==> config.mk <==
export PLATFORM = sky130hd
export DESIGN_NAME = periph_bringup
export DESIGN_NICKNAME = d
export VERILOG_FILES = /design/src/rtl/periph_bringup_pkg.sv /design/src/rtl/pb_sync2.sv /design/src/rtl/pb_pin_seq.sv /design/src/rtl/pb_i2c_writer.sv /design/src/rtl/periph_bringup.sv
export SDC_FILE = /design/constraint.sdc
export NUM_CORES = 1
export LEC_CHECK = 0
export BUFFER_PORTS_ARGS = -buffer_cell sky130_fd_sc_hd__buf_2
export CORE_MARGIN = 2
export CORE_UTILIZATION = 25
export DETAILED_ROUTE_END_ITERATION = 8
export SYNTH_ARGS = -nofsm -noshare
export SYNTH_HDL_FRONTEND = slang
export SYNTH_SLANG_ARGS = --single-unit
==> constraint.sdc <==
create_clock -name clk -period 2.06 [get_ports clk]
set_input_delay 0.412 -clock clk [delete_from_list [all_inputs] [get_ports clk]]
set_output_delay 0.412 -clock clk [all_outputs]
set_load 0.02 [all_outputs]
==> src/rtl/periph_bringup_pkg.sv <==
// Shared state encodings for the peripheral bring-up sequencer.
// Assumes nothing beyond being compiled before the modules that import it.
package periph_bringup_pkg;

    // Phases of the control-pin walk, in the order they are visited.
    typedef enum logic [2:0] {
        PS_PD_LOW,
        PS_PD_HIGH,
        PS_RST_LOW,
        PS_RST_HIGH,
        PS_READY
    } pin_state_e;

    // Bit-level states of the write-only bus master.
    typedef enum logic [3:0] {
        BS_IDLE,
        BS_START,
        BS_BIT_LO,
        BS_BIT_HI,
        BS_ACK_LO,
        BS_ACK_HI,
        BS_STOP_LO,
        BS_STOP_HI,
        BS_BUS_FREE
    } bus_state_e;

    // Sequencing of the register list at the top level.
    typedef enum logic [2:0] {
        TS_PINS,
        TS_LAUNCH,
        TS_WAIT,
        TS_DONE,
        TS_FAIL
    } top_state_e;

    localparam int unsigned BYTES_PER_WRITE = 3;

endpackage

==> src/rtl/pb_sync2.sv <==
// Two-flop synchroniser for a vector of asynchronous line levels.
// Assumes each bit is independent; reset value chosen per bit by RESET_VAL.
module pb_sync2 #(
    parameter int unsigned        WIDTH     = 2,
    parameter logic [WIDTH-1:0]   RESET_VAL = '1
) (
    input  logic             clk,
    input  logic             rst_n,
    input  logic [WIDTH-1:0] d_i,
    output logic [WIDTH-1:0] q_o
);

    for (genvar i = 0; i < WIDTH; i++) begin : g_bit
        logic [1:0] pipe;

        // Shift the raw level through two flops.
        always_ff @(posedge clk) begin
            if (!rst_n) pipe <= {2{RESET_VAL[i]}};
            else        pipe <= {pipe[0], d_i[i]};
        end

        assign q_o[i] = pipe[1];
    end

endmodule

==> src/rtl/pb_pin_seq.sv <==
// Walks the power-down and hardware-reset pins of the device through four
// timed phases after reset, then raises ready_o.
// Assumes every phase length parameter is at least 1.
module pb_pin_seq
    import periph_bringup_pkg::*;
#(
    parameter int unsigned PD_LOW_CYC   = 50_000,
    parameter int unsigned PD_HIGH_CYC  = 50_000,
    parameter int unsigned RST_LOW_CYC  = 50_000,
    parameter int unsigned RST_HIGH_CYC = 50_000
) (
    input  logic clk,
    input  logic rst_n,
    output logic pwrdn_n_o,
    output logic hwrst_n_o,
    output logic ready_o
);

    localparam int unsigned MAX_A = (PD_LOW_CYC  > PD_HIGH_CYC)  ? PD_LOW_CYC  : PD_HIGH_CYC;
    localparam int unsigned MAX_B = (RST_LOW_CYC > RST_HIGH_CYC) ? RST_LOW_CYC : RST_HIGH_CYC;
    localparam int unsigned MAXC  = (MAX_A > MAX_B) ? MAX_A : MAX_B;
    localparam int unsigned CW    = (MAXC < 2) ? 1 : $clog2(MAXC);

    pin_state_e    state;
    logic [CW-1:0] cnt;
    logic [CW-1:0] last_cnt;

    // Select the terminal count of the current phase.
    always_comb begin
        unique case (state)
            PS_PD_LOW:   last_cnt = CW'(PD_LOW_CYC - 1);
            PS_PD_HIGH:  last_cnt = CW'(PD_HIGH_CYC - 1);
            PS_RST_LOW:  last_cnt = CW'(RST_LOW_CYC - 1);
            PS_RST_HIGH: last_cnt = CW'(RST_HIGH_CYC - 1);
            default:     last_cnt = '0;
        endcase
    end

    // Advance phases and update the two pins in step with them.
    always_ff @(posedge clk) begin
        if (!rst_n) begin
            state     <= PS_PD_LOW;
            cnt       <= '0;
            pwrdn_n_o <= 1'b0;
            hwrst_n_o <= 1'b1;
        end else if (state != PS_READY) begin
            if (cnt == last_cnt) begin
                cnt <= '0;
                unique case (state)
                    PS_PD_LOW:   begin state <= PS_PD_HIGH;  pwrdn_n_o <= 1'b1; end
                    PS_PD_HIGH:  begin state <= PS_RST_LOW;  hwrst_n_o <= 1'b0; end
                    PS_RST_LOW:  begin state <= PS_RST_HIGH; hwrst_n_o <= 1'b1; end
                    default:     state <= PS_READY;
                endcase
            end else begin
                cnt <= cnt + 1'b1;
            end
        end
    end

    assign ready_o = (state == PS_READY);

    // the reset pin only goes low once power-down has been lifted.
    p_rst_after_pd_r2: assert property (@(posedge clk) disable iff (!rst_n)
        !hwrst_n_o |-> pwrdn_n_o);

    // power-down is never re-entered once lifted.
    p_pd_stays_r2: assert property (@(posedge clk) disable iff (!rst_n)
        pwrdn_n_o |=> pwrdn_n_o);

    // ready only with both pins released.
    p_ready_pins_r2: assert property (@(posedge clk) disable iff (!rst_n)
        ready_o |-> (pwrdn_n_o && hwrst_n_o));

endmodule

==> src/rtl/pb_i2c_writer.sv <==
// Write-only open-drain bus master: sends START, three bytes MSB first with
// an acknowledge check after each, then STOP. Waits for SCL to read high on
// every clock (stretching) and gives up after TMO_CYC cycles of a low SCL.
// Assumes scl_in_i / sda_in_i are already synchronised; go_i is a one-cycle
// request accepted only in BS_IDLE. done_o pulses at the end; nack_o is valid
// with it. tmo_o pulses on a timeout abort (no done_o then).
module pb_i2c_writer
    import periph_bringup_pkg::*;
#(
    parameter int unsigned HALF_CYC = 250,
    parameter int unsigned TMO_CYC  = 500_000
) (
    input  logic        clk,
    input  logic        rst_n,
    input  logic        go_i,
    input  logic [23:0] frame_i,
    input  logic        scl_in_i,
    input  logic        sda_in_i,
    output logic        scl_low_o,
    output logic        sda_low_o,
    output logic        done_o,
    output logic        nack_o,
    output logic        tmo_o
);

    localparam int unsigned HW = (HALF_CYC < 2) ? 1 : $clog2(HALF_CYC);
    localparam int unsigned TW = (TMO_CYC  < 2) ? 1 : $clog2(TMO_CYC);
    localparam logic [1:0]  LAST_BYTE = 2'(BYTES_PER_WRITE - 1);

    bus_state_e    state;
    logic [HW-1:0] hcnt;
    logic [TW-1:0] tcnt;
    logic [2:0]    bit_idx;
    logic [1:0]    byte_idx;
    logic [7:0]    shreg;
    logic [23:0]   frame_q;
    logic          half_done;
    logic          tmo_hit;
    logic [7:0]    next_byte;

    // Terminal counts and the byte that follows the current one.
    always_comb begin
        half_done = (hcnt == HW'(HALF_CYC - 1));
        tmo_hit   = (tcnt == TW'(TMO_CYC - 1));
        next_byte = (byte_idx == 2'd0) ? frame_q[15:8] : frame_q[7:0];
    end

    // Bus state machine: line drives, bit/byte counters and result pulses.
    always_ff @(posedge clk) begin
        if (!rst_n) begin
            state     <= BS_IDLE;
            hcnt      <= '0;
            tcnt      <= '0;
            bit_idx   <= '0;
            byte_idx  <= '0;
            shreg     <= '0;
            frame_q   <= '0;
            scl_low_o <= 1'b0;
            sda_low_o <= 1'b0;
            done_o    <= 1'b0;
            nack_o    <= 1'b0;
            tmo_o     <= 1'b0;
        end else begin
            done_o <= 1'b0;
            tmo_o  <= 1'b0;
            unique case (state)
                BS_IDLE: begin
                    scl_low_o <= 1'b0;
                    sda_low_o <= 1'b0;
                    if (go_i) begin
                        frame_q   <= frame_i;
                        shreg     <= frame_i[23:16];
                        byte_idx  <= '0;
                        bit_idx   <= '0;
                        nack_o    <= 1'b0;
                        hcnt      <= '0;
                        sda_low_o <= 1'b1;
                        state     <= BS_START;
                    end
                end
                BS_START: begin
                    if (half_done) begin
                        hcnt      <= '0;
                        scl_low_o <= 1'b1;
                        sda_low_o <= ~shreg[7];
                        state     <= BS_BIT_LO;
                    end else hcnt <= hcnt + 1'b1;
                end
                BS_BIT_LO, BS_ACK_LO, BS_STOP_LO: begin
                    if (half_done) begin
                        hcnt      <= '0;
                        tcnt      <= '0;
                        scl_low_o <= 1'b0;
                        state     <= (state == BS_BIT_LO) ? BS_BIT_HI :
                                     (state == BS_ACK_LO) ? BS_ACK_HI : BS_STOP_HI;
                    end else hcnt <= hcnt + 1'b1;
                end
                BS_BIT_HI, BS_ACK_HI, BS_STOP_HI: begin
                    if (!scl_in_i) begin
                        if (tmo_hit) begin
                            scl_low_o <= 1'b0;
                            sda_low_o <= 1'b0;
                            tmo_o     <= 1'b1;
                            hcnt      <= '0;
                            tcnt      <= '0;
                            state     <= BS_IDLE;
                        end else tcnt <= tcnt + 1'b1;
                    end else if (half_done) begin
                        hcnt <= '0;
                        if (state == BS_BIT_HI) begin
                            scl_low_o <= 1'b1;
                            if (bit_idx == 3'd7) begin
                                sda_low_o <= 1'b0;
                                state     <= BS_ACK_LO;
                            end else begin
                                bit_idx   <= bit_idx + 1'b1;
                                shreg     <= {shreg[6:0], 1'b0};
                                sda_low_o <= ~shreg[6];
                                state     <= BS_BIT_LO;
                            end
                        end else if (state == BS_ACK_HI) begin
                            scl_low_o <= 1'b1;
                            if (sda_in_i || byte_idx == LAST_BYTE) begin
                                nack_o    <= sda_in_i;
                                sda_low_o <= 1'b1;
                                state     <= BS_STOP_LO;
                            end else begin
                                byte_idx  <= byte_idx + 1'b1;
                                bit_idx   <= '0;
                                shreg     <= next_byte;
                                sda_low_o <= ~next_byte[7];
                                state     <= BS_BIT_LO;
                            end
                        end else begin
                            sda_low_o <= 1'b0;
                            state     <= BS_BUS_FREE;
                        end
                    end else hcnt <= hcnt + 1'b1;
                end
                BS_BUS_FREE: begin
                    if (half_done) begin
                        hcnt   <= '0;
                        done_o <= 1'b1;
                        state  <= BS_IDLE;
                    end else hcnt <= hcnt + 1'b1;
                end
                default: state <= BS_IDLE;
            endcase
        end
    end

    // while the line is held low by the device, SCL is not re-driven.
    p_wait_stretch_r6: assert property (@(posedge clk) disable iff (!rst_n)
        ((state == BS_BIT_HI || state == BS_ACK_HI) && !scl_in_i) |=> !scl_low_o);

    // SDA is left to the device across the acknowledge clock.
    p_ack_release_r7: assert property (@(posedge clk) disable iff (!rst_n)
        (state == BS_ACK_HI) |-> !sda_low_o);

    // with SCL released, SDA moves only for START, STOP or an abort.
    p_sda_stable_r5: assert property (@(posedge clk) disable iff (!rst_n)
        (!scl_low_o && !$past(scl_low_o) && !tmo_o &&
         $past(state) != BS_IDLE && $past(state) != BS_STOP_HI) |-> $stable(sda_low_o));

    // a timeout leaves both lines released.
    p_tmo_release_r9: assert property (@(posedge clk) disable iff (!rst_n)
        tmo_o |-> (!scl_low_o && !sda_low_o));

endmodule

==> src/rtl/periph_bringup.sv <==
// Top of the bring-up sequencer: runs the pin walk, then issues one bus
// write per list entry in ascending order, stopping on the first error.
// Assumes scl_i / sda_i are the wired-AND line levels (asynchronous).
// Entry k of REG_ADDRS / REG_VALS sits in bits [8k+7:8k].
module periph_bringup
    import periph_bringup_pkg::*;
#(
    parameter int unsigned         PD_LOW_CYC   = 50_000,
    parameter int unsigned         PD_HIGH_CYC  = 50_000,
    parameter int unsigned         RST_LOW_CYC  = 50_000,
    parameter int unsigned         RST_HIGH_CYC = 50_000,
    parameter int unsigned         HALF_CYC     = 250,
    parameter int unsigned         TMO_CYC      = 500_000,
    parameter int unsigned         NUM_WR       = 2,
    parameter logic [6:0]          DEV_ADDR     = 7'h5C,
    parameter logic [NUM_WR*8-1:0] REG_ADDRS    = 16'h0300,
    parameter logic [NUM_WR*8-1:0] REG_VALS     = 16'h0D00
) (
    input  logic clk,
    input  logic rst_n,
    output logic pwrdn_n_o,
    output logic hwrst_n_o,
    input  logic scl_i,
    input  logic sda_i,
    output logic scl_low_o,
    output logic sda_low_o,
    output logic busy_o,
    output logic done_o,
    output logic err_o
);

    localparam int unsigned IW = (NUM_WR < 2) ? 1 : $clog2(NUM_WR);

    top_state_e    state;
    logic [IW-1:0] idx;
    logic          pins_ready;
    logic [1:0]    lines_sync;
    logic          eng_go;
    logic [23:0]   eng_frame;
    logic          eng_done;
    logic          eng_nack;
    logic          eng_tmo;

    pb_pin_seq #(
        .PD_LOW_CYC   (PD_LOW_CYC),
        .PD_HIGH_CYC  (PD_HIGH_CYC),
        .RST_LOW_CYC  (RST_LOW_CYC),
        .RST_HIGH_CYC (RST_HIGH_CYC)
    ) u_pins (
        .clk       (clk),
        .rst_n     (rst_n),
        .pwrdn_n_o (pwrdn_n_o),
        .hwrst_n_o (hwrst_n_o),
        .ready_o   (pins_ready)
    );

    pb_sync2 #(
        .WIDTH     (2),
        .RESET_VAL (2'b11)
    ) u_sync (
        .clk   (clk),
        .rst_n (rst_n),
        .d_i   ({scl_i, sda_i}),
        .q_o   (lines_sync)
    );

    // Build the three-byte frame of the current list entry.
    always_comb begin
        eng_go    = (state == TS_LAUNCH);
        eng_frame = {DEV_ADDR, 1'b0,
                     REG_ADDRS[int'(idx)*8 +: 8],
                     REG_VALS[int'(idx)*8 +: 8]};
    end

    pb_i2c_writer #(
        .HALF_CYC (HALF_CYC),
        .TMO_CYC  (TMO_CYC)
    ) u_bus (
        .clk       (clk),
        .rst_n     (rst_n),
        .go_i      (eng_go),
        .frame_i   (eng_frame),
        .scl_in_i  (lines_sync[1]),
        .sda_in_i  (lines_sync[0]),
        .scl_low_o (scl_low_o),
        .sda_low_o (sda_low_o),
        .done_o    (eng_done),
        .nack_o    (eng_nack),
        .tmo_o     (eng_tmo)
    );

    // Step through the register list and latch the final outcome.
    always_ff @(posedge clk) begin
        if (!rst_n) begin
            state <= TS_PINS;
            idx   <= '0;
        end else begin
            unique case (state)
                TS_PINS:   if (pins_ready) state <= TS_LAUNCH;
                TS_LAUNCH: state <= TS_WAIT;
                TS_WAIT: begin
                    if (eng_tmo) state <= TS_FAIL;
                    else if (eng_done) begin
                        if (eng_nack)                    state <= TS_FAIL;
                        else if (idx == IW'(NUM_WR - 1)) state <= TS_DONE;
                        else begin
                            idx   <= idx + 1'b1;
                            state <= TS_LAUNCH;
                        end
                    end
                end
                default: state <= state;
            endcase
        end
    end

    assign busy_o = (state != TS_DONE) && (state != TS_FAIL);
    assign done_o = (state == TS_DONE);
    assign err_o  = (state == TS_FAIL);

    // exactly one status flag is raised at any time.
    p_flags_onehot_r10: assert property (@(posedge clk) disable iff (!rst_n)
        $countones({busy_o, done_o, err_o}) == 1);

    // completion is held until reset.
    p_done_hold_r10: assert property (@(posedge clk) disable iff (!rst_n)
        done_o |=> done_o);

    // an error is held until reset.
    p_err_hold_r8: assert property (@(posedge clk) disable iff (!rst_n)
        err_o |=> err_o);

    // after any failure the bus is left floating.
    p_lines_free_fail_r9: assert property (@(posedge clk) disable iff (!rst_n)
        err_o |-> (!scl_low_o && !sda_low_o));

    // the bus stays quiet while the pins are still being sequenced.
    p_bus_quiet_pins_r2: assert property (@(posedge clk) disable iff (!rst_n)
        !pins_ready |-> (!scl_low_o && !sda_low_o));

endmodule

==> results of run 1 <==
## final cells by class
class,count,area (um2),area share
Inverter,9,33.8,0.00673
Timing Repair Buffer,67,510,0.102
Clock buffer,9,225,0.0448
Clock inverter,7,56.3,0.0112
Tap cell,211,264,0.0526
Multi-Input combinational cell,366,2350,0.467
Sequential cell,79,1590,0.316
## worst max-delay path, stage by stage (launching register included)
cell	delay [ns]
dfxtp_1	0.37
ha_4	0.14
nand3b_1	0.22
o41ai_4	0.47
and2_4	0.25
nand2_4	0.05
or4_4	0.42
a21oi_2	0.12
## sequential cells by signal, summed over array words and instances (netlist names), 4 cells and up
register,count
u_sync.g_bit.pipe,4
u_bus.tcnt,19
u_pins.cnt,16
u_bus.state,4
u_bus.hcnt,8
u_bus.shreg,8
## power by group
part	leakage (nW)	total (mW)	switching, mW	internal, mW
combinational	1.15	1.15	0.625	0.526
sequential	0.641	1.70	0.0848	1.61
clock	0.137	1.51	0.683	0.830
total	1.93	4.36	1.39	2.97
## cell usage after synthesis (all sizes together), types with 5 or more instances
master / instances / area (um2)
nand3: 18 / 90.1
dfxtp: 79 / 1580
nand2: 40 / 150
buf: 6 / 36.3
clkbuf: 15 / 57.6
ha: 8 / 100
nand4: 17 / 106
or3: 5 / 36.3
xor2: 24 / 210
and3: 13 / 81.3
nor3b: 7 / 62.6
a21oi: 32 / 160
nor2: 69 / 259
and2: 7 / 46.3
o21ai: 19 / 95.1
nor3: 15 / 80.1
inv: 9 / 33.8
nor4: 8 / 65.1
xnor2: 6 / 52.6
nand2b: 15 / 93.8
## layer usage
layer	track usage	vias up	wire length, um
met5	0	-	0
met4	0.0543	0	193
met3	0.0260	15	264
met2	0.188	53	4520
met1	0.150	1762	4570
li1	-	1813	-
## path summary, 6_finish.rpt
| kind | from | to | slack (ns) | cells past startpoint |
|---|---|---|---|---|
| hold / removal | sda_i | u_sync.g_bit[0].pipe[0]$_SDFF_PN1_ | 0.25 | 2 |
| hold reg to reg | u_sync.g_bit[1].pipe[0]$_SDFF_PN1_ | u_sync.g_bit[1].pipe[1]$_SDFF_PN1_ | 0.41 | 1 |
| setup / recovery | u_bus.hcnt[0]$_SDFFE_PN0P_ | u_bus.tcnt[12]$_SDFFE_PN0P_ | -0.03 | 7 |
| setup reg to reg | u_bus.hcnt[0]$_SDFFE_PN0P_ | u_bus.tcnt[12]$_SDFFE_PN0P_ | -0.03 | 7 |
## cells by family (layout without fill, tap and decap cells)
| group | Yosys count | count (layout) | share of synthesized area |
|---|---|---|---|
| AOI/OAI and AO/OA | 89 | 89 | 0.144 |
| xor gates and xnor gates | 30 | 30 | 0.0668 |
| adders and majority gates | 8 | 8 | 0.0255 |
| buffers and inverters | 30 | 92 | 0.0325 |
| DFF | 79 | 79 | 0.402 |
| muxes | 4 | 4 | 0.0102 |
| and+or+nand+nor | 235 | 235 | 0.318 |
## timing repair
| item | in CTS | in global routing |
|---|---|---|
| cloned | 0 | 0 |
| pin swaps | 0 | 19 |
| buffers inserted | 0 | 7 |
| setup endpoints to repair | 2 | 37 |
| gates resized for setup | 2 | 35 |
## metrics by stage
stage	cell area (um2)	setup WS (ns)	TNS, ns	cells	hold WS [ns]
final	5020	-0.0313	-0.0313	748	0.246
after detailed placement	4540	0.0100	0	725	0.398
after floorplan	3930	0.0941	0	475	0.386
after global placement	4540	0.0513	0	725	0.401
after global routing	5020	-0.141	-1.31	748	0.253
after CTS	4830	0.00940	0	741	0.234
==> impl_metrics.csv, run 1 <==
group,metric,value,unit
sta,fin_ws,-0.0313,ns
floorplanning,ios,11,
global_routing,antenna_found_initial,0,
worst_setup_path,cp-start-kind,"flop",
logic_synthesis,synth-seq-cells,79,
sta,skew,0.00633,ns
clocking,cts.clk_slew.worst_paths,0.06,ns
logic_synthesis,yosys_warnings,0,
logic_synthesis,syn_nets,487,
worst_setup_path,worstPathMaxFanout,3,
clocking,cts_tree,"yes",
sta,finalHoldViolCount,0,
routing,post_drt_wl_per_cell,12.8,um
global_routing,grt_pass1_wl,15900,um
sta,drv_slew,0,
floorplanning,core,15300,um2
worst_setup_path,critical_path_class,"reg -> reg",
placed_design,io_buffers,10,
global_routing,grt_pass1_vias,3385,
floorplanning,die_h,129,um
run_status,violations,"setup timing",
placed_design,routabilityCongestion,0.833,
clocking,cts-root-buf,"clkbuf_16",
sta,setup_viol_count_final,1,
floorplanning,dieArea,16700,um2
logic_synthesis,synth_edf_count,0,
logic_synthesis,avgSynthCellArea,8.28,um2
clocking,clock_latency,0.35,ns
clocking,clkSinkCount,79,
global_routing,track_usage,0.117,
cells_and_area,layout-drive-gt1-share,0.218,
floorplanning,fp.dieW,129,um
routing,antenna_left,0,
routing,first_pass_iters,5,
worst_setup_path,worstPathArrival,2.38,ns
logic_synthesis,synthFlopType,"dfxtp_1",
worst_setup_path,required,2.35,ns
logic_synthesis,syn-cell-area,3930,um2
clocking,cts_buffer_depth,2,
cells_and_area,fill_cells,1576,
power_and_ir_drop,ir_drop,0.547,mV
sta,fmax,0.478,GHz
cells_and_area,post-route-util,0.329,
routing,num_vias,3643,
sta,period_minus_slack,2.09,ns
logic_synthesis,synth_cell_types,60,
hold_path,hold_class,"in -> reg",
cells_and_area,n_antenna_cell,0,
power_and_ir_drop,finalPower,4.36,mW
global_routing,overflow,0,
run_status,status,"finished with violations",
logic_synthesis,seq_area_frac_synth,0.402,
floorplanning,start_util,0.258,
power_and_ir_drop,p_leak,1.93,nW
clocking,numCtsBuffers,9,
global_routing,grt_max_degree,31,
sta,worstMarginPinSlew,0.426,ns
power_and_ir_drop,p_per_area,869,nW/um2
cells_and_area,area_growth,27.8,%
logic_synthesis,syn_inst,475,
routing,dr.first_iter.drc_count,190,
worst_setup_path,end_kind,"flop",
sta,maxSlewHeadroom,0.713,
sta,rsz0062_at_grt,"yes",
cells_and_area,mostFrequentLayoutCells,"76 x dfxtp_1, 69 x nor2_1, 53 x buf_4",
routing,drt-total-wl,9550,um
sta,min_period_over_period,1.02,
clocking,hold_buffers,0,
clocking,htreeDepth,3,
routing,via_per_inst,4.87,
cells_and_area,final_common_cell,"dfxtp_1",
cells_and_area,fin_nets,544,
placed_design,dp_hpwl,6580,um
run,cap_violations,0,
floorplanning,row_count,45,
logic_synthesis,async_flop_share,0,
routing,post-route-drc-count,0,
Note: power is estimated with default switching activity, not from simulation.
==> run 2: changes to the inputs <==
==> constraint.sdc (replaced) <==
create_clock -name clk -period 2.04 [get_ports clk]
set_input_delay 0.408 -clock clk [delete_from_list [all_inputs] [get_ports clk]]
set_output_delay 0.408 -clock clk [all_outputs]
set_load 0.02 [all_outputs]
==> impl_metrics.csv, run 2 (same netlist as run 1, synthesis figures left out) <==
group,metric,value,unit
cells_and_area,reg_top3,"u_bus.tcnt x19, u_pins.cnt x16",
clocking,clock_latency,0.34,ns
cells_and_area,layout-drive-gt1-share,0.215,
power_and_ir_drop,internal-power,3.12,mW
power_and_ir_drop,pwr-share-clk,0.356,
power_and_ir_drop,p_leak,1.86,nW
power_and_ir_drop,power_frac_seq,0.382,
power_and_ir_drop,ir_drop,0.410,mV
placed_design,routabilityCongestion,0.833,
hold_path,hold_class,"in -> reg",
worst_setup_path,critical_path_class,"reg -> reg",
run,cap_violations,0,
routing,post_drt_wl_per_cell,12.5,um
cells_and_area,mostFrequentLayoutCells,"75 x dfxtp_1, 68 x nor2_1, 58 x buf_4",
routing,num_vias,3597,
routing,first_pass_iters,4,
worst_setup_path,r2r_cells,9,
floorplanning,row_count,45,
worst_setup_path,cp_cell_sequence,"inv_2 -> ha_4 -> nand3b_1 -> o41ai_2 -> buf_4 -> and2_4 -> nand2_4 -> or4_4 -> a21oi_2",
cells_and_area,final_common_cell,"dfxtp_1",
floorplanning,dieArea,16700,um2
clocking,clkSinkCount,79,
worst_setup_path,worstPathMaxFanout,3,
global_routing,overflow,0,
sta,fin_ws,0.0598,ns
worst_setup_path,critPathTopFamily,"simple AND/OR/NAND/NOR gates",
power_and_ir_drop,p_per_area,896,nW/um2
global_routing,antenna_found_initial,0,
worst_setup_path,required,2.32,ns
worst_setup_path,cp-start-kind,"flop",
cells_and_area,fin_nets,547,
sta,min_period_over_period,0.971,
routing,antenna_left,0,
power_and_ir_drop,swShare,0.303,
sta,fmax,0.505,GHz
clocking,cts.clk_slew.worst_paths,0.06,ns
sta,drv_slew,0,
worst_setup_path,rrSetupSlack,0.06,ns
sta,maxSlewHeadroom,0.736,
floorplanning,ios,11,
worst_setup_path,crit_slowest_cell,"or4_4",
sta,rsz0062_at_grt,"yes",
floorplanning,die_h,129,um
clocking,htreeDepth,3,
clocking,cts_tree,"yes",
sta,skew,0.00719,ns
worst_setup_path,max_stage_delay,0.42,ns
placed_design,io_buffers,10,
clocking,cts_buffer_depth,2,
placed_design,placed_cells,732,
worst_setup_path,cp.depth,9,
global_routing,grt_max_degree,31,
cells_and_area,n_antenna_cell,0,
global_routing,track_usage,0.115,
floorplanning,start_util,0.258,
cells_and_area,fill_cells,1564,
cells_and_area,largest_register_ffs,19,
routing,post-route-drc-count,0,
placed_design,dp_hpwl,6700,um
worst_setup_path,end_kind,"flop",
placed_design,placedInstanceArea,4590,um2
sta,period_minus_slack,1.98,ns
floorplanning,core,15300,um2
clocking,cts-root-buf,"clkbuf_16",
cells_and_area,area_growth,27.3,%
cells_and_area,final_cells,750,
routing,dr.first_iter.drc_count,181,
routing,via_per_inst,4.80,
sta,finalHoldViolCount,0,
placed_design,dpl_worst_slack,-0.00352,ns
power_and_ir_drop,p_comb_frac,0.262,
cells_and_area,top_register,"u_bus.tcnt",
sta,setup_viol_count_final,0,
global_routing,grt_pass1_wl,15800,um
cells_and_area,fin_area,5000,um2
power_and_ir_drop,finalPower,4.48,mW
hold_path,min_delay_path_depth,2,
floorplanning,fp.dieW,129,um
worst_setup_path,worstPathArrival,2.26,ns
global_routing,grt_pass1_vias,3446,
worst_setup_path,cp_num_buf_inv,2,
sta,worstMarginPinSlew,0.396,ns
run_status,status,"finished, final reports clean",
clocking,numCtsBuffers,9,
routing,drt-total-wl,9370,um
power_and_ir_drop,p_sw,1.36,mW
-- run 2: final timing paths --
path                                                           end                               start
worst max-delay path                   u_bus.tcnt[12]$_SDFFE_PN0P_          u_bus.hcnt[1]$_SDFFE_PN0P_
worst min-delay path            u_sync.g_bit[1].pipe[0]$_SDFF_PN1_                               scl_i
worst max register to register         u_bus.tcnt[12]$_SDFFE_PN0P_          u_bus.hcnt[1]$_SDFFE_PN0P_
worst min register to register  u_sync.g_bit[1].pipe[1]$_SDFF_PN1_  u_sync.g_bit[1].pipe[0]$_SDFF_PN1_
-- run 2: layout make-up --
type,instances,area (um2),share of cell area
clock inverters,6,70.1,0.0140
well taps,211,264,0.0527
flip-flops and latches,79,1590,0.317
multi-input cells,366,2310,0.461
inverters,9,33.8,0.00675
repair buffers,70,517,0.103
clock buffers,9,225,0.0450
-- run 2: timing repair --
action,4_1_cts,5_1_grt
resized for setup,2,26
pin swaps,1,10
buffers inserted,0,3
setup endpoints to repair,4,41
hold endpoints to repair,0,0
hold buffers,0,0
-- run 2: stage by stage --
step	hold WS (ns)	util	setup TNS (ns)
4_1_cts	0.238	0.321	-0.000762
2_1_floorplan	0.386	-	0
6_report	0.257	0.328	0
5_1_grt	0.240	0.328	-0.270
3_5_place_dp	0.409	0.301	-0.00352
3_3_place_gp	0.396	0.301	-0.0111
-- run 2: power by group through the flow --
stage / sequential, mW / clock [mW] / combinational, mW
after floorplan: 1.73 / 0 / 0.637
after global placement: 1.73 / 0 / 1.07
after detailed placement: 1.73 / 0 / 1.09
after CTS: 1.70 / 1.65 / 1.11
after global routing: 1.72 / 1.72 / 1.29
final: 1.71 / 1.60 / 1.18
-- run 2: routing by layer --
| metal | track usage | up-vias | routed length, um | share of wire |
|---|---|---|---|---|
| li1 | - | 1817 | - | - |
| met1 | 0.144 | 1745 | 4500 | 0.48 |
| met2 | 0.194 | 29 | 4560 | 0.49 |
| met3 | 0.0376 | 6 | 224 | 0.024 |
| met4 | 0.0262 | 0 | 83 | 0.0089 |
| met5 | 0 | - | 0 | 0 |
==> run 3: changes to the inputs <==
--- a/config.mk
+++ b/config.mk
@@ -5,6 +5,7 @@
 export SDC_FILE = /design/constraint.sdc
 export NUM_CORES = 1
 export LEC_CHECK = 0
+export ABC_AREA = 1
 export BUFFER_PORTS_ARGS = -buffer_cell sky130_fd_sc_hd__buf_2
 export CORE_MARGIN = 2
 export CORE_UTILIZATION = 25
==> impl_metrics.csv, run 3 <==
group,metric,value,unit
global_routing,grt_pass1_vias,3674,
power_and_ir_drop,p_leak,2.17,nW
worst_setup_path,required,2.28,ns
logic_synthesis,synth_most_common_cell,"nand2_1",
worst_setup_path,end_kind,"flop",
global_routing,antenna_found_initial,0,
floorplanning,start_util,0.253,
sta,tns,0,ns
cells_and_area,mostFrequentLayoutCells,"156 x nand2_1, 137 x nor2_1, 85 x inv_1",
global_routing,grt_max_degree,27,
power_and_ir_drop,ir_drop,0.391,mV
cells_and_area,largest_register_ffs,19,
power_and_ir_drop,swShare,0.336,
floorplanning,row_count,48,
clocking,cts-root-buf,"clkbuf_16",
logic_synthesis,seq_area_frac_synth,0.367,
run,cap_violations,0,
floorplanning,fp.dieW,135,um
sta,setup_viol_count_final,0,
floorplanning,dieArea,18300,um2
placed_design,dp_hpwl,6970,um
routing,first_pass_iters,5,
logic_synthesis,syn-cell-area,4310,um2
floorplanning,ios,11,
cells_and_area,top_register,"u_bus.tcnt",
placed_design,io_buffers,10,
clocking,cts.clk_slew.worst_paths,0.06,ns
hold_path,hold_class,"in -> reg",
clocking,clkSinkCount,79,
sta,skew,0.00946,ns
cells_and_area,layout-drive-gt1-share,0.0941,
power_and_ir_drop,p_sw,1.70,mW
logic_synthesis,synth_top_area_frac,0.367,
routing,via_per_inst,4.40,
routing,antenna_left,0,
cells_and_area,fin_area,4990,um2
power_and_ir_drop,p_comb_frac,0.276,
sta,fmax,0.542,GHz
global_routing,track_usage,0.110,
cells_and_area,multi_input_area,2320,um2
logic_synthesis,synth-seq-cells,79,
sta,min_period_over_period,0.905,
logic_synthesis,synthFlopType,"dfxtp_1",
sta,maxSlewHeadroom,0.596,
power_and_ir_drop,pwr-share-clk,0.352,
worst_setup_path,worstPathArrival,2.09,ns
logic_synthesis,yosys_warnings,0,
clocking,numCtsBuffers,9,
floorplanning,core,17100,um2
cells_and_area,reg_top3,"u_bus.tcnt x19, u_pins.cnt x16",
worst_setup_path,worstPathMaxFanout,7,
cells_and_area,fin_nets,698,
sta,finalHoldViolCount,0,
logic_synthesis,synth_cell_types,38,
global_routing,overflow,0,
placed_design,placedInstanceArea,4620,um2
routing,post-route-drc-count,0,
power_and_ir_drop,finalPower,5.06,mW
sta,drv_slew,0,
run_status,status,"finished, final reports clean",
global_routing,grt_pass1_wl,16500,um
logic_synthesis,yosys.area.top_type,"dfxtp_1",
placed_design,routabilityCongestion,0.881,
power_and_ir_drop,p_per_area,1010,nW/um2
cells_and_area,final_common_cell,"nand2_1",
logic_synthesis,synth_common_cells,"157 x nand2_1, 138 x nor2_1, 85 x inv_1, 79 x dfxtp_1, 46 x nand3_1",
sta,rsz0062_at_grt,"no",
clocking,hold_buffers,0,
sta,period_minus_slack,1.85,ns
routing,dr.first_iter.drc_count,311,
logic_synthesis,synth_edf_count,0,
clocking,cts_tree,"yes",
routing,drt-total-wl,9430,um
sta,worstMarginPinSlew,0.605,ns
power_and_ir_drop,power_frac_seq,0.372,
logic_synthesis,avgSynthCellArea,6.45,um2
logic_synthesis,async_flop_share,0,
floorplanning,die_h,135,um
routing,post_drt_wl_per_cell,10.3,um
worst_setup_path,cp-start-kind,"flop",
cells_and_area,seqCellArea,1580,um2
worst_setup_path,critical_path_class,"reg -> reg",
routing,num_vias,4030,
clocking,cts_buffer_depth,2,
logic_synthesis,syn_nets,681,
logic_synthesis,syn_inst,669,
clocking,clock_latency,0.34,ns
cells_and_area,n_antenna_cell,0,
logic_synthesis,synth_area_leaders,"dfxtp_1 37%, nand2_1 14%, nor2_1 12%",
cells_and_area,area_growth,15.6,%
power_and_ir_drop,internal-power,3.36,mW
clocking,htreeDepth,3,
cells_and_area,fill_cells,1876,
-- run 3: changes by cell type in the layout (fill, tap and decap cells not counted), sizes merged, moves of 15 or more --
cell	change
inv	+78
nor2	+73
buf	-49
nand2	+125
nand2b	-15
nand3	+32
-- run 3: area by class of cell --
type | count | share of cell area
multi-input combinational | 487 | 0.464
sequential | 79 | 0.317
inverter | 88 | 0.0662
tap | 225 | 0.0564
clock buffer | 12 | 0.0514
timing repair buffer | 21 | 0.0291
clock inverter | 4 | 0.0153
-- run 3: stage by stage --
step / hold slack, ns / util / std cells / setup WS [ns]
2_1_floorplan: 0.393 / - / 669 / 0.456
3_3_place_gp: 0.397 / 0.271 / 899 / 0.0968
3_5_place_dp: 0.402 / 0.271 / 899 / 0.132
4_1_cts: 0.253 / 0.291 / 915 / 0.130
5_1_grt: 0.259 / 0.292 / 916 / 0.0277
6_report: 0.257 / 0.292 / 916 / 0.195
-- run 3: worst paths after layout --
| path | slack (ns) | startpoint | cells past startpoint | to |
|---|---|---|---|---|
| setup / recovery | 0.19 | u_bus.hcnt[0]$_SDFFE_PN0P_ | 11 | u_bus.hcnt[7]$_SDFFE_PN0P_ |
| hold / removal | 0.26 | scl_i | 2 | u_sync.g_bit[1].pipe[0]$_SDFF_PN1_ |
| setup reg to reg | 0.19 | u_bus.hcnt[0]$_SDFFE_PN0P_ | 11 | u_bus.hcnt[7]$_SDFFE_PN0P_ |
| hold reg to reg | 0.42 | u_sync.g_bit[0].pipe[0]$_SDFF_PN1_ | 1 | u_sync.g_bit[0].pipe[1]$_SDFF_PN1_ |
-- run 3: cells by family after synthesis --
logic type | Yosys count | share of synthesized area
xor+xnor | 12 | 0.0244
buf+inv | 103 | 0.0989
flops | 79 | 0.367
compound gates | 62 | 0.0769
fa+ha+maj | 8 | 0.0232
simple gates | 405 | 0.410
-- run 3: power groups by stage --
stage	clock (mW)	combinational, mW	sequential [mW]
global placement	0	1.33	1.91
finish	1.78	1.40	1.88
CTS	1.83	1.35	1.88
floorplan	0	1.08	1.89
detailed placement	0	1.34	1.91
global route	1.90	1.62	1.91
-- run 3: routing by layer --
layer	track usage	wire length, um
met5	0	0
met4	0.0463	180
met3	0.0299	446
met2	0.173	4140
met1	0.143	4660
-- run 3: critical path: stages (launching register included) --
cell,delay (ns)
dfxtp_1,0.42
ha_1,0.17
inv_1,0.04
nor2_1,0.14
nand2_1,0.17
buf_4,0.21
nand3_2,0.13
nand2_1,0.17
nand2_1,0.12
nand3_1,0.07
nand2_1,0.07
nor2_1,0.04
-- run 3: repair_timing --
action                     4_1_cts  5_1_grt
buffers inserted                 0        1
setup endpoints to repair        0       10
gates resized for setup          0        3
